--- src/rtl/tcr_pkg.sv ---
package tcr_pkg;
  localparam int BYTE_W = 8;
  localparam int DIV_W  = 10;
  localparam int HI_W   = BYTE_W - 1;
  localparam int LO_W   = DIV_W - HI_W;
  localparam int CODE_W = 3;
  localparam int MODES  = 1 << CODE_W;
  localparam int CNT_W  = $clog2(BYTE_W + 1);

  typedef enum logic [1:0] {PH_IDLE, PH_RX, PH_ACK} phase_e;

  // Bit 7 picks the register half a data byte belongs to.
  function automatic logic f_is_mode_byte(input logic [BYTE_W-1:0] b);
    return b[BYTE_W-1];
  endfunction

  function automatic logic [MODES-1:0] f_mode_onehot(input logic [CODE_W-1:0] code);
    logic [MODES-1:0] v;
    v = '0;
    v[code] = 1'b1;
    return v;
  endfunction
endpackage

--- src/rtl/tcr_sync.sv ---
module tcr_sync #(
  parameter int STAGES = 2
) (
  input  logic clk,
  input  logic rst_n,
  input  logic d,
  output logic q
);
  logic [STAGES-1:0] sr;

  // Lines idle high, so the chain resets to ones.
  always_ff @(posedge clk or negedge rst_n) begin
    if (!rst_n) sr <= '1;
    else        sr <= {sr[STAGES-2:0], d};
  end

  assign q = sr[STAGES-1];
endmodule

--- src/rtl/tcr_link.sv ---
module tcr_link
  import tcr_pkg::*;
#(
  parameter logic [BYTE_W-1:0] ADDR = 8'hC8
) (
  input  logic              clk,
  input  logic              rst_n,
  input  logic              scl_q,
  input  logic              sda_q,
  output logic              start_ev,
  output logic              stop_ev,
  output logic              sda_drive_o,
  output logic              byte_stb_o,
  output logic [BYTE_W-1:0] byte_o
);
  localparam logic [CNT_W-1:0] LAST = CNT_W'(BYTE_W);

  phase_e             phase;
  logic               addressed;
  logic [CNT_W-1:0]   bit_cnt;
  logic [BYTE_W-1:0]  shreg;
  logic               scl_d, sda_d;
  logic               scl_rise, scl_fall;

  assign scl_rise = scl_q & ~scl_d;
  assign scl_fall = ~scl_q & scl_d;
  assign start_ev = scl_q & scl_d & sda_d & ~sda_q;
  assign stop_ev  = scl_q & scl_d & ~sda_d & sda_q;
  assign byte_o   = shreg;

  always_ff @(posedge clk or negedge rst_n) begin
    if (!rst_n) begin
      phase       <= PH_IDLE;
      addressed   <= 1'b0;
      bit_cnt     <= '0;
      shreg       <= '0;
      sda_drive_o <= 1'b0;
      byte_stb_o  <= 1'b0;
      scl_d       <= 1'b1;
      sda_d       <= 1'b1;
    end else begin
      scl_d      <= scl_q;
      sda_d      <= sda_q;
      byte_stb_o <= 1'b0;
      if (stop_ev) begin
        phase       <= PH_IDLE;
        sda_drive_o <= 1'b0;
      end else if (start_ev) begin
        phase       <= PH_RX;
        addressed   <= 1'b0;
        bit_cnt     <= '0;
        sda_drive_o <= 1'b0;
      end else begin
        case (phase)
          PH_RX: begin
            if (scl_rise && bit_cnt < LAST) begin
              shreg   <= {shreg[BYTE_W-2:0], sda_q};
              bit_cnt <= bit_cnt + 1'b1;
            end else if (scl_fall && bit_cnt == LAST) begin
              if (addressed || shreg == ADDR) begin
                sda_drive_o <= 1'b1;
                phase       <= PH_ACK;
                addressed   <= 1'b1;
                byte_stb_o  <= addressed;
              end else begin
                phase <= PH_IDLE;
              end
            end
          end
          PH_ACK: begin
            if (scl_fall) begin
              sda_drive_o <= 1'b0;
              bit_cnt     <= '0;
              phase       <= PH_RX;
            end
          end
          default: ;
        endcase
      end
    end
  end
endmodule

--- src/rtl/tcr_regs.sv ---
module tcr_regs
  import tcr_pkg::*;
(
  input  logic              clk,
  input  logic              rst_n,
  input  logic              byte_stb,
  input  logic [BYTE_W-1:0] byte_i,
  output logic [DIV_W-1:0]  div_o,
  output logic [CODE_W-1:0] test_code_o,
  output logic [MODES-1:0]  mode_en_o,
  output logic              port_on_o,
  output logic              configured_o
);
  logic [HI_W-1:0] div_hi;
  logic [LO_W-1:0] div_lo;
  logic            seen_hi, seen_lo;

  always_ff @(posedge clk or negedge rst_n) begin
    if (!rst_n) begin
      div_hi      <= '0;
      div_lo      <= '0;
      test_code_o <= '0;
      port_on_o   <= 1'b0;
      seen_hi     <= 1'b0;
      seen_lo     <= 1'b0;
    end else if (byte_stb) begin
      if (!f_is_mode_byte(byte_i)) begin
        div_hi  <= byte_i[HI_W-1:0];
        seen_hi <= 1'b1;
      end else begin
        test_code_o <= byte_i[BYTE_W-2 -: CODE_W];
        port_on_o   <= byte_i[LO_W];
        div_lo      <= byte_i[LO_W-1:0];
        seen_lo     <= 1'b1;
      end
    end
  end

  assign div_o        = {div_hi, div_lo};
  assign mode_en_o    = f_mode_onehot(test_code_o);
  assign configured_o = seen_hi & seen_lo;
endmodule

--- src/rtl/tuner_ctl_rx.sv ---
module tuner_ctl_rx
  import tcr_pkg::*;
#(
  parameter logic [7:0] ADDR        = 8'hC8,
  parameter int         SYNC_STAGES = 2
) (
  input  logic        clk,
  input  logic        rst_n,
  input  logic        scl_i,
  input  logic        sda_i,
  output logic        sda_drive_o,
  output logic [9:0]  div_o,
  output logic [2:0]  test_code_o,
  output logic [7:0]  mode_en_o,
  output logic        port_on_o,
  output logic        configured_o
);
  localparam int LINES = 2;

  logic [LINES-1:0]  line_raw, line_q;
  logic              scl_q, sda_q;
  logic              start_ev, stop_ev;
  logic              byte_stb;
  logic [BYTE_W-1:0] byte_q;

  assign line_raw = {sda_i, scl_i};

  for (genvar g = 0; g < LINES; g++) begin : g_sync
    tcr_sync #(.STAGES(SYNC_STAGES)) u_sync (
      .clk  (clk),
      .rst_n(rst_n),
      .d    (line_raw[g]),
      .q    (line_q[g])
    );
  end

  assign scl_q = line_q[0];
  assign sda_q = line_q[1];

  tcr_link #(.ADDR(ADDR)) u_link (
    .clk        (clk),
    .rst_n      (rst_n),
    .scl_q      (scl_q),
    .sda_q      (sda_q),
    .start_ev   (start_ev),
    .stop_ev    (stop_ev),
    .sda_drive_o(sda_drive_o),
    .byte_stb_o (byte_stb),
    .byte_o     (byte_q)
  );

  tcr_regs u_regs (
    .clk         (clk),
    .rst_n       (rst_n),
    .byte_stb    (byte_stb),
    .byte_i      (byte_q),
    .div_o       (div_o),
    .test_code_o (test_code_o),
    .mode_en_o   (mode_en_o),
    .port_on_o   (port_on_o),
    .configured_o(configured_o)
  );
endmodule

--- config.mk ---
export PLATFORM = sky130hd
export DESIGN_NAME = tuner_ctl_rx
export DESIGN_NICKNAME = d
export VERILOG_FILES = /design/src/rtl/tcr_pkg.sv /design/src/rtl/tcr_sync.sv /design/src/rtl/tcr_link.sv /design/src/rtl/tcr_regs.sv /design/src/rtl/tuner_ctl_rx.sv
export SDC_FILE = /design/constraint.sdc
export NUM_CORES = 1
export LEC_CHECK = 0
export ABC_CLOCK_PERIOD_IN_PS = 2600
export BUFFER_PORTS_ARGS = -buffer_cell sky130_fd_sc_hd__buf_2
export CORE_MARGIN = 2
export CORE_UTILIZATION = 55
export DETAILED_ROUTE_END_ITERATION = 10
export PLACE_DENSITY = 0.78
export SYNTH_ARGS = -nofsm -noshare
export SYNTH_HDL_FRONTEND = slang
export SYNTH_HIERARCHICAL = 1
export SYNTH_SLANG_ARGS = --single-unit
--- constraint.sdc ---
create_clock -name clk -period 2.6 [get_ports clk]
set_clock_uncertainty 0.15 [all_clocks]
set_input_delay 0.52 -clock clk [delete_from_list [all_inputs] [get_ports clk]]
set_output_delay 0.52 -clock clk [all_outputs]
set_load 0.02 [all_outputs]
==> results.sh, run 1 <==
export IMPL_ctsHoldBuffers=0
export IMPL_critPathSlowestCell="or3_1"
export IMPL_peakVddDrop_mv=0.482
export IMPL_drt_iter0_drc=51
export IMPL_worst_path_max_fanout=9
export IMPL_grt_pass1_vias=1192
export IMPL_htree_levels=2
export IMPL_cts_root_buf="clkbuf_4"
export IMPL_finalSetupTns_ps=0
export IMPL_cap_viol_max_count=0
export IMPL_pre_cts_ws_ps=455
export IMPL_cts_tree="done"
export IMPL_layout_drive_gt1_share_pct=35.4
export IMPL_power_density_nw_per_um2=808
export IMPL_grt_max_degree=40
export IMPL_relSlewSlack_pct=45.8
export IMPL_drtPass1Iterations=4
export IMPL_hold_path_class="in -> async"
export IMPL_syn_inst=149
export IMPL_synth_area_um2=1770
export IMPL_drv_slew=0
export IMPL_period_share_pct=83.9
export IMPL_die_area_um2=3690
export IMPL_setup_viol=0
export IMPL_fp_row_count=20
export IMPL_crit_type="reg -> reg"
export IMPL_ioPinCount=28
export IMPL_via_per_inst=5.33
export IMPL_antenna_found_initial=0
export IMPL_cp_cell_sequence="inv_1, ha_1, nand2_4, or3_1, o21ai_2, mux2i_1, nor2_1"
export IMPL_area_growth_pct=14.6
export IMPL_timing_critical_path_slowest_cell_delay_ps=480
export IMPL_ant_nets=0
export IMPL_grt_usage_pct=20.2
export IMPL_status="completed"
export IMPL_cp_data_arrival_time_ps=2230
export IMPL_drc_errors=0
export IMPL_fin_util_pct=66.4
export IMPL_clk_pin_slew_ps=120
export IMPL_grt_setup_unrepaired="false"
export IMPL_die_height_um=60.7
export IMPL_dr_total_vias=1200
export IMPL_critPathLaunchType="flop"
export IMPL_avgSynthCellArea_um2=11.9
export IMPL_worstSkewPairLatency_ps=340
export IMPL_portBuffers=27
export IMPL_overflow=0
export IMPL_cts_resized=0
export IMPL_post_cts_setup_buffer_count=0
export IMPL_cts_buffers=5
export IMPL_fin_nets=188
export IMPL_clk_path_buf_depth=2
export IMPL_globalplace_congestion=0.936
export IMPL_diodes=0
export IMPL_yosysWarnings=6
export IMPL_drt_total_wl_um=3220
export IMPL_p_leak_nw=1.06
export IMPL_hold_viol=0
export IMPL_core_area_um2=3050
export IMPL_max_slew_worst_pin_slew_ps=813
export IMPL_endpoint_kind="flop"
export IMPL_cts_sinks=39
export IMPL_dp_hpwl_um=2260
export IMPL_final_min_clock_period_ps=2180
export IMPL_grt_pass1_wl_um=5330
export IMPL_synth_nets=157
export IMPL_fillCellCount=246
export IMPL_wl_per_cell_um=14.3
export IMPL_fmax_mhz=459
export IMPL_setup_ws_ps=420
export IMPL_cp_required_ps=2650
export IMPL_start_util_pct=58.0
export IMPL_die_x_um=60.7
==> flip-flops by register name, indices dropped and copies added (netlist names), 2 cells and up <==
name / flops
u_regs/div_hi: 7
u_link/byte_o: 8
u_link/bit_cnt: 4
g_sync.u_sync/sr: 4
u_regs/test_code_o: 3
u_link/phase: 2
u_regs/div_lo: 3
==> through the flow <==
stage | instances | power (mW) | hold slack (ps) | cell area [um^2]
2_1_floorplan | 149 | 1.06 | 74.4 | 1770
3_5_place_dp | 217 | 1.15 | 198 | 1930
5_1_grt | 225 | 1.74 | 86.0 | 2030
6_report | 225 | 1.64 | 102 | 2030
3_3_place_gp | 217 | 1.12 | 199 | 1930
4_1_cts | 225 | 1.64 | 109 | 2030
==> layout by cell type (no fill, tap or decap), types with 2 or more instances in the layout <==
cell type / count
dfrtp_1: 33
mux2i_1: 2
dfstp_2: 6
a41oi_1: 2
a21oi_1: 3
buf_2: 27
clkbuf_4: 5
nand2_1: 27
or3_1: 3
ha_1: 4
nor2_1: 10
and3b_1: 2
nor3_1: 3
o21ai_0: 4
inv_1: 5
bufinv_16: 2
and3_1: 2
mux2_2: 8
and2_1: 2
mux2_4: 7
nor3b_1: 4
==> worst max-delay path, delay by kind of cell, from the launching register on <==
family | cells | cell delay (ps)
flip-flops | 1 | 420
AO/OA/AOI/OAI | 1 | 240
multiplexers | 1 | 210
AND/OR/NAND/NOR | 3 | 630
adder cells (fa/ha/maj) | 1 | 330
buffers and inverters | 1 | 70
==> worst paths after layout <==
kind,startpoint,to,slack (ps),cells past startpoint
min in group clk,sda_i,g_sync[1].u_sync/sr[0],120,1
hold / removal,rst_n,u_regs/seen_hi,100,1
setup reg to reg,u_link/phase[1],u_link/bit_cnt[0],420,7
setup / recovery,u_link/phase[1],u_link/bit_cnt[0],420,7
hold reg to reg,g_sync[0].u_sync/sr[0],g_sync[0].u_sync/sr[1],210,0
max in group asynchronous,rst_n,u_link/phase[0],1670,1
==> where the power goes <==
group | internal [mW] | switching [mW] | leakage [nW]
combinational | 0.134 | 0.191 | 0.493
clock | 0.300 | 0.194 | 0.0525
sequential | 0.705 | 0.114 | 0.512
==> per-layer routing <==
layer  up-vias  share of wire (%)  global-route usage, %  routed length [um]
met2        29                 53                   32.0                1700
met4         0               0.87                   9.94                  28
met5         -                  0                      0                   0
li1        576                  -                      -                   -
met1       591                 43                   25.8                1380
met3         4                3.6                   5.12                 116
==> area by class of cell <==
class                           count  area (um^2)  share of cell area, %
Sequential cell                    39          983                   48.5
Multi-Input combinational cell    102          734                   36.2
Timing Repair Buffer               27          135                   6.66
Clock inverter                      2         60.1                   2.96
Tap cell                           44         55.1                   2.71
Clock buffer                        6         41.3                   2.04
Inverter                            5         18.8                  0.925
(Power assumes the default switching activity.)
==> run 2: changes to the inputs <==
Settings changed: ABC_CLOCK_PERIOD_IN_PS 2600 to 1800, CORE_UTILIZATION 55 to 50, PLACE_DENSITY 0.78 to 0.75.
Clock period 2.6 ns to 1.8 ns, I/O delays scaled along.
==> run 2 against run 1 <==
The run now ends with setup timing left. Die area up 9.3%. Utilization down 0.33 points. First-iteration DRC count fell by 14%. Design area increased by 9.6%. Sequential power rose by 43%. Sequential share of layout area is 4.1 points lower. Total power up 42%. Final cell count up 9.3%. Routed wire length grew 15%. Non-clock buffer count increased by 19. Global-route usage decreased by 1.1 points.
==> results.sh, run 2 (synthesized netlist as in run 1, its figures left out) <==
export IMPL_status="finished with violations"
export IMPL_violations="setup timing"
export IMPL_drt_total_wl_um=3690
export IMPL_die_area_um2=4030
export IMPL_grt_usage_pct=19.0
export IMPL_drv_slew=0
export IMPL_cts_root_buf="clkbuf_4"
export IMPL_layout_drive_gt1_share_pct=47.5
export IMPL_diodes=0
export IMPL_wl_per_cell_um=15.0
export IMPL_fmax_mhz=550
export IMPL_worstSkewPairLatency_ps=350
export IMPL_overflow=0
export IMPL_area_growth_pct=25.6
export IMPL_core_area_um2=3360
export IMPL_placed_area_um2=2030
export IMPL_grt_pass1_vias=1252
export IMPL_cts_tree="done"
export IMPL_drtPass1Iterations=4
export IMPL_design_area_um2=2220
export IMPL_power_density_nw_per_um2=1050
export IMPL_dr_total_vias=1304
export IMPL_ioPinCount=28
export IMPL_cp_required_ps=1890
export IMPL_period_share_pct=101
export IMPL_ant_nets=0
export IMPL_critPathLaunchType="flop"
export IMPL_grt_max_degree=23
export IMPL_setup_ws_ps=-19.0
export IMPL_cts_buffers=5
export IMPL_crit_type="reg -> reg"
export IMPL_seq_area_um2=987
export IMPL_worst_path_max_fanout=3
export IMPL_layout_commonest_cell="dfrtp_1"
export IMPL_antenna_found_initial=0
export IMPL_peakVddDrop_mv=0.672
export IMPL_whs_ps=213
export IMPL_globalplace_congestion=0.894
export IMPL_dp_hpwl_um=2490
export IMPL_drc_errors=0
export IMPL_largest_reg_flops=8
export IMPL_portBuffers=27
export IMPL_htree_levels=2
export IMPL_fillCellCount=264
export IMPL_pre_cts_ws_ps=-45.7
export IMPL_max_slew_worst_pin_slew_ps=414
export IMPL_die_height_um=63.5
export IMPL_clk_path_buf_depth=2
export IMPL_fin_nets=207
export IMPL_setup_viol=2
export IMPL_fp_row_count=21
export IMPL_hold_path_class="reg -> reg"
export IMPL_most_common_layout_cells="30 x dfrtp_1, 27 x nand2_1, 26 x buf_2"
export IMPL_fin_util_pct=66.1
export IMPL_drt_iter0_drc=44
export IMPL_p_leak_nw=1.14
export IMPL_grt_setup_unrepaired="true"
export IMPL_start_util_pct=52.6
export IMPL_final_min_clock_period_ps=1820
export IMPL_endpoint_kind="flop"
export IMPL_via_per_inst=5.30
export IMPL_grt_pass1_wl_um=5870
export IMPL_cp_data_arrival_time_ps=1910
export IMPL_cap_viol_max_count=0
export IMPL_cts_sinks=39
export IMPL_clk_pin_slew_ps=120
export IMPL_relSlewSlack_pct=72.4
export IMPL_multiInputGateArea_um2=806
export IMPL_hold_viol=0
export IMPL_die_x_um=63.5
-- run 2: cell count changes in the layout (fill, tap and decap cells not counted), moves of 3 or more --
cell / delta
buf_4: +16
dfrtp_1: -3
dfrtp_2: +3
dlygate4sd3_1: +3
o21ai_0: -3
o21ai_1: +3
-- run 2: area by class of cell --
| class | instances | share of cell area (%) |
|---|---|---|
| clock inverters | 2 | 0.563 |
| multi-input cells | 102 | 36.2 |
| flip-flops and latches | 39 | 44.4 |
| clock buffers | 6 | 1.86 |
| well taps | 46 | 2.59 |
| inverters | 5 | 0.844 |
| repair buffers | 46 | 13.5 |
-- run 2: layer usage --
layer | GRT usage, % | vias to the layer above | part of all wire, % | routed length [um]
met5 | 0 | - | 0 | 0
met4 | 9.78 | 0 | 2.6 | 97
met3 | 4.82 | 11 | 4.5 | 166
met2 | 30.7 | 38 | 51 | 1890
met1 | 23.6 | 637 | 42 | 1540
li1 | - | 618 | - | -
-- run 2: critical path: stages, from the launching register on --
cell	delay, ps
dfrtp_1	430
inv_2	50
ha_1	170
nand3b_1	150
nor2_2	80
o21bai_1	170
buf_4	160
mux2i_2	260
nor2_1	80
-- run 2: report_power, final --
part	internal, mW	switching [mW]	leakage [nW]	total (mW)
combinational	0.356	0.361	0.602	0.717
sequential	1.02	0.153	0.507	1.17
clock	0.151	0.289	0.0282	0.440
-- run 2: what timing repair did --
action	in CTS	in global routing
buffers inserted	1	4
hold buffers	3	0
setup endpoints to repair	3	12
resized for setup	5	17
endpoints found under the hold margin	19	0
pin swaps	0	6
-- run 2: path summary, 6_finish.rpt --
path	slack, ps	from	end	cells after the start
worst min-delay path	210	g_sync[1].u_sync/sr[0]	g_sync[1].u_sync/sr[1]	0
min in group asynchronous	300	rst_n	u_regs/div_hi[5]	2
worst max register to register	-20	u_link/bit_cnt[1]	u_link/phase[1]	8
max in group asynchronous	640	rst_n	g_sync[1].u_sync/sr[1]	3
worst max-delay path	-20	u_link/bit_cnt[1]	u_link/phase[1]	8
worst min register to register	210	g_sync[1].u_sync/sr[0]	g_sync[1].u_sync/sr[1]	0
-- run 2: stage by stage --
step                instances  TNS (ps)  power (mW)
finish                    246     -30.1        2.33
global route              246      -243        2.49
detailed placement        230     -69.2        1.75
CTS                       242         0        2.23
global placement          230         0        1.71
floorplan                 149     -43.8        1.53
==> run 3: changes to the inputs <==
Settings changed: CORE_ASPECT_RATIO set to 0.8, CORE_UTILIZATION 50 to 40, PLACE_DENSITY 0.75 to not set, SYNTH_HIERARCHICAL 1 to not set.
==> run 3 against run 2 <==
The run still ends with setup timing left. Total power rose by 25%. Design area rose by 8.2%. Non-clock buffer count up 7. Critical path type unchanged.
==> results.sh, run 3 <==
export IMPL_antenna_found_initial=0
export IMPL_dpl_cell_count=247
export IMPL_cts_buffers=5
export IMPL_ys_seq_elements=39
export IMPL_cts_tree="done"
export IMPL_violations="setup timing"
export IMPL_clk_pin_slew_ps=80
export IMPL_worstSkewPairLatency_ps=290
export IMPL_yosysWarnings=0
export IMPL_fin_util_pct=56.5
export IMPL_drv_slew=0
export IMPL_drc_errors=0
export IMPL_cap_viol_max_count=0
export IMPL_netlist_top_cells_count="33 x dfrtp_1, 22 x mux2_2, 7 x inv_1"
export IMPL_drt_iter0_drc=56
export IMPL_seq_area_um2=985
export IMPL_critPathLaunchType="flop"
export IMPL_globalplace_congestion=0.802
export IMPL_dp_hpwl_um=2500
export IMPL_diodes=0
export IMPL_die_height_um=63.9
export IMPL_synth_area_top_cells="dfrtp_1 46%, mux2_2 14%, dfstp_2 8.8%"
export IMPL_synth_edf_count=0
export IMPL_cts_sinks=39
export IMPL_multiInputGateArea_um2=861
export IMPL_core_area_um2=4260
export IMPL_fmax_mhz=535
export IMPL_setup_ws_ps=-68.1
export IMPL_grt_usage_pct=15.8
export IMPL_whs_ps=22.4
export IMPL_avgSynthCellArea_um2=12.2
export IMPL_wl_met1_um=1780
export IMPL_hold_path_class="in -> reg"
export IMPL_crit_type="reg -> reg"
export IMPL_endpoint_kind="flop"
export IMPL_synth_cell_types=42
export IMPL_seq_area_frac_synth_pct=54.7
export IMPL_grt_pass1_wl_um=6150
export IMPL_finalSetupTns_ps=-361
export IMPL_wl_met2_um=1720
export IMPL_portBuffers=27
export IMPL_max_slew_worst_pin_slew_ps=481
export IMPL_layout_commonest_cell="dfrtp_1"
export IMPL_area_growth_pct=33.8
export IMPL_start_util_pct=42.2
export IMPL_period_share_pct=104
export IMPL_cp_data_arrival_time_ps=1900
export IMPL_cp_required_ps=1830
export IMPL_drt_total_wl_um=3680
export IMPL_cts_root_buf="clkbuf_8"
export IMPL_ys_flop_type="dfrtp_1"
export IMPL_synth_area_um2=1800
export IMPL_synth_most_common_cell="dfrtp_1"
export IMPL_layout_drive_gt1_share_pct=50.7
export IMPL_dr_wl_met3_um=123
export IMPL_final_min_clock_period_ps=1870
export IMPL_yosys_area_top_type="dfrtp_1"
export IMPL_worst_path_max_fanout=4
export IMPL_most_common_layout_cells="32 x dfrtp_1, 27 x buf_2, 23 x buf_4"
export IMPL_overflow=0
export IMPL_peakVddDrop_mv=0.748
export IMPL_status="finished with violations"
export IMPL_synth_top_area_share_pct=46.0
export IMPL_synth_nets=155
export IMPL_r2r_slack_ps=-70
export IMPL_ioPinCount=28
export IMPL_drtPass1Iterations=4
export IMPL_ant_nets=0
export IMPL_relSlewSlack_pct=67.9
export IMPL_hold_viol=0
export IMPL_die_area_um2=5050
export IMPL_syn_inst=147
export IMPL_p_leak_nw=1.22
export IMPL_setup_viol=13
export IMPL_synth_async_sr_flop_share_pct=100
export IMPL_dr_total_vias=1334
export IMPL_power_total_mw=2.92
export IMPL_largest_reg_flops=8
export IMPL_fin_nets=212
export IMPL_wl_per_cell_um=14.1
export IMPL_final_cells=262
export IMPL_grt_setup_unrepaired="true"
export IMPL_grt_max_degree=40
export IMPL_grt_pass1_vias=1346
export IMPL_power_density_nw_per_um2=1210
export IMPL_fillCellCount=372
export IMPL_via_per_inst=5.09
export IMPL_htree_levels=2
export IMPL_routed_top_layer="met4"
export IMPL_fp_row_count=21
export IMPL_die_x_um=78.9
export IMPL_clk_path_buf_depth=2
[run 3: changes by cell type in the layout (fill, tap and decap cells not counted), moves of 3 or more]
cell      delta
nand2b_1     +4
and3_1       +3
clkbuf_8     +5
nand2_1     -21
clkbuf_4     -5
nor2_1       -5
mux2_2       +6
inv_1        +3
buf_4        +7
[run 3: final timing paths]
kind,startpoint,to,cells after the start
max in group asynchronous,rst_n,u_link.phase[0],3
min,sda_i,g_sync[1].u_sync.sr[0],1
min in group asynchronous,rst_n,u_regs.div_hi[2],3
max,g_sync[0].u_sync.sr[1],u_link.bit_cnt[1],5
max reg2reg,g_sync[0].u_sync.sr[1],u_link.bit_cnt[1],5
min reg2reg,g_sync[1].u_sync.sr[0],g_sync[1].u_sync.sr[1],0
[run 3: metal layers]
layer / vias to the layer above / global-route usage (%)
met5: - / 0
met3: 8 / 3.81
li1: 642 / -
met1: 659 / 20.2
met2: 25 / 26.1
met4: 0 / 5.82
[run 3: cell families (layout without fill, tap and decap cells)]
family	count (synthesis)	after routing	share of synthesized area, %
DFF	39	39	54.7
adders and majority gates	4	4	2.79
buffers and inverters	10	68	2.09
and+or+nand+nor	44	44	15.2
muxes	24	24	14.9
xor gates and xnor gates	1	1	0.488
AOI/OAI and AO/OA	25	25	9.82
[run 3: worst max-delay path, stage by stage, from the launching register on]
cell and delay [ps]:
dfstp_2 560, or3b_4 430, o21ai_2 150, o211ai_1 140
and3_1 170, a31o_1 180
[run 3: layout make-up]
cell class | count | area share, %
clock inverters | 3 | 1.82
repair buffers | 53 | 14.5
inverters | 7 | 1.09
clock buffers | 5 | 2.86
flip-flops and latches | 39 | 40.9
well taps | 57 | 2.97
multi-input cells | 98 | 35.8
[run 3: timing repair]
action                                  in CTS  in global routing
gates resized for setup                     14                  9
endpoints found under the setup margin      15                 15
hold endpoints to repair                    33                  0
hold buffers                                 1                  0
setup buffers                                3                  3
pin swaps                                    3                  4
[run 3: metrics by stage]
step	worst slack, ps	area (um^2)
after global placement	-15.1	2140
after CTS	-86.5	2350
final	-68.1	2400
after detailed placement	-74.4	2140
after global routing	-149	2400
after floorplan	-29.4	1800
[run 3: power breakdown]
| part | internal, mW | switching, mW | leakage (nW) |
|---|---|---|---|
| Clock | 0.412 | 0.296 | 0.0581 |
| Sequential | 1.03 | 0.106 | 0.505 |
| Combinational | 0.594 | 0.477 | 0.656 |
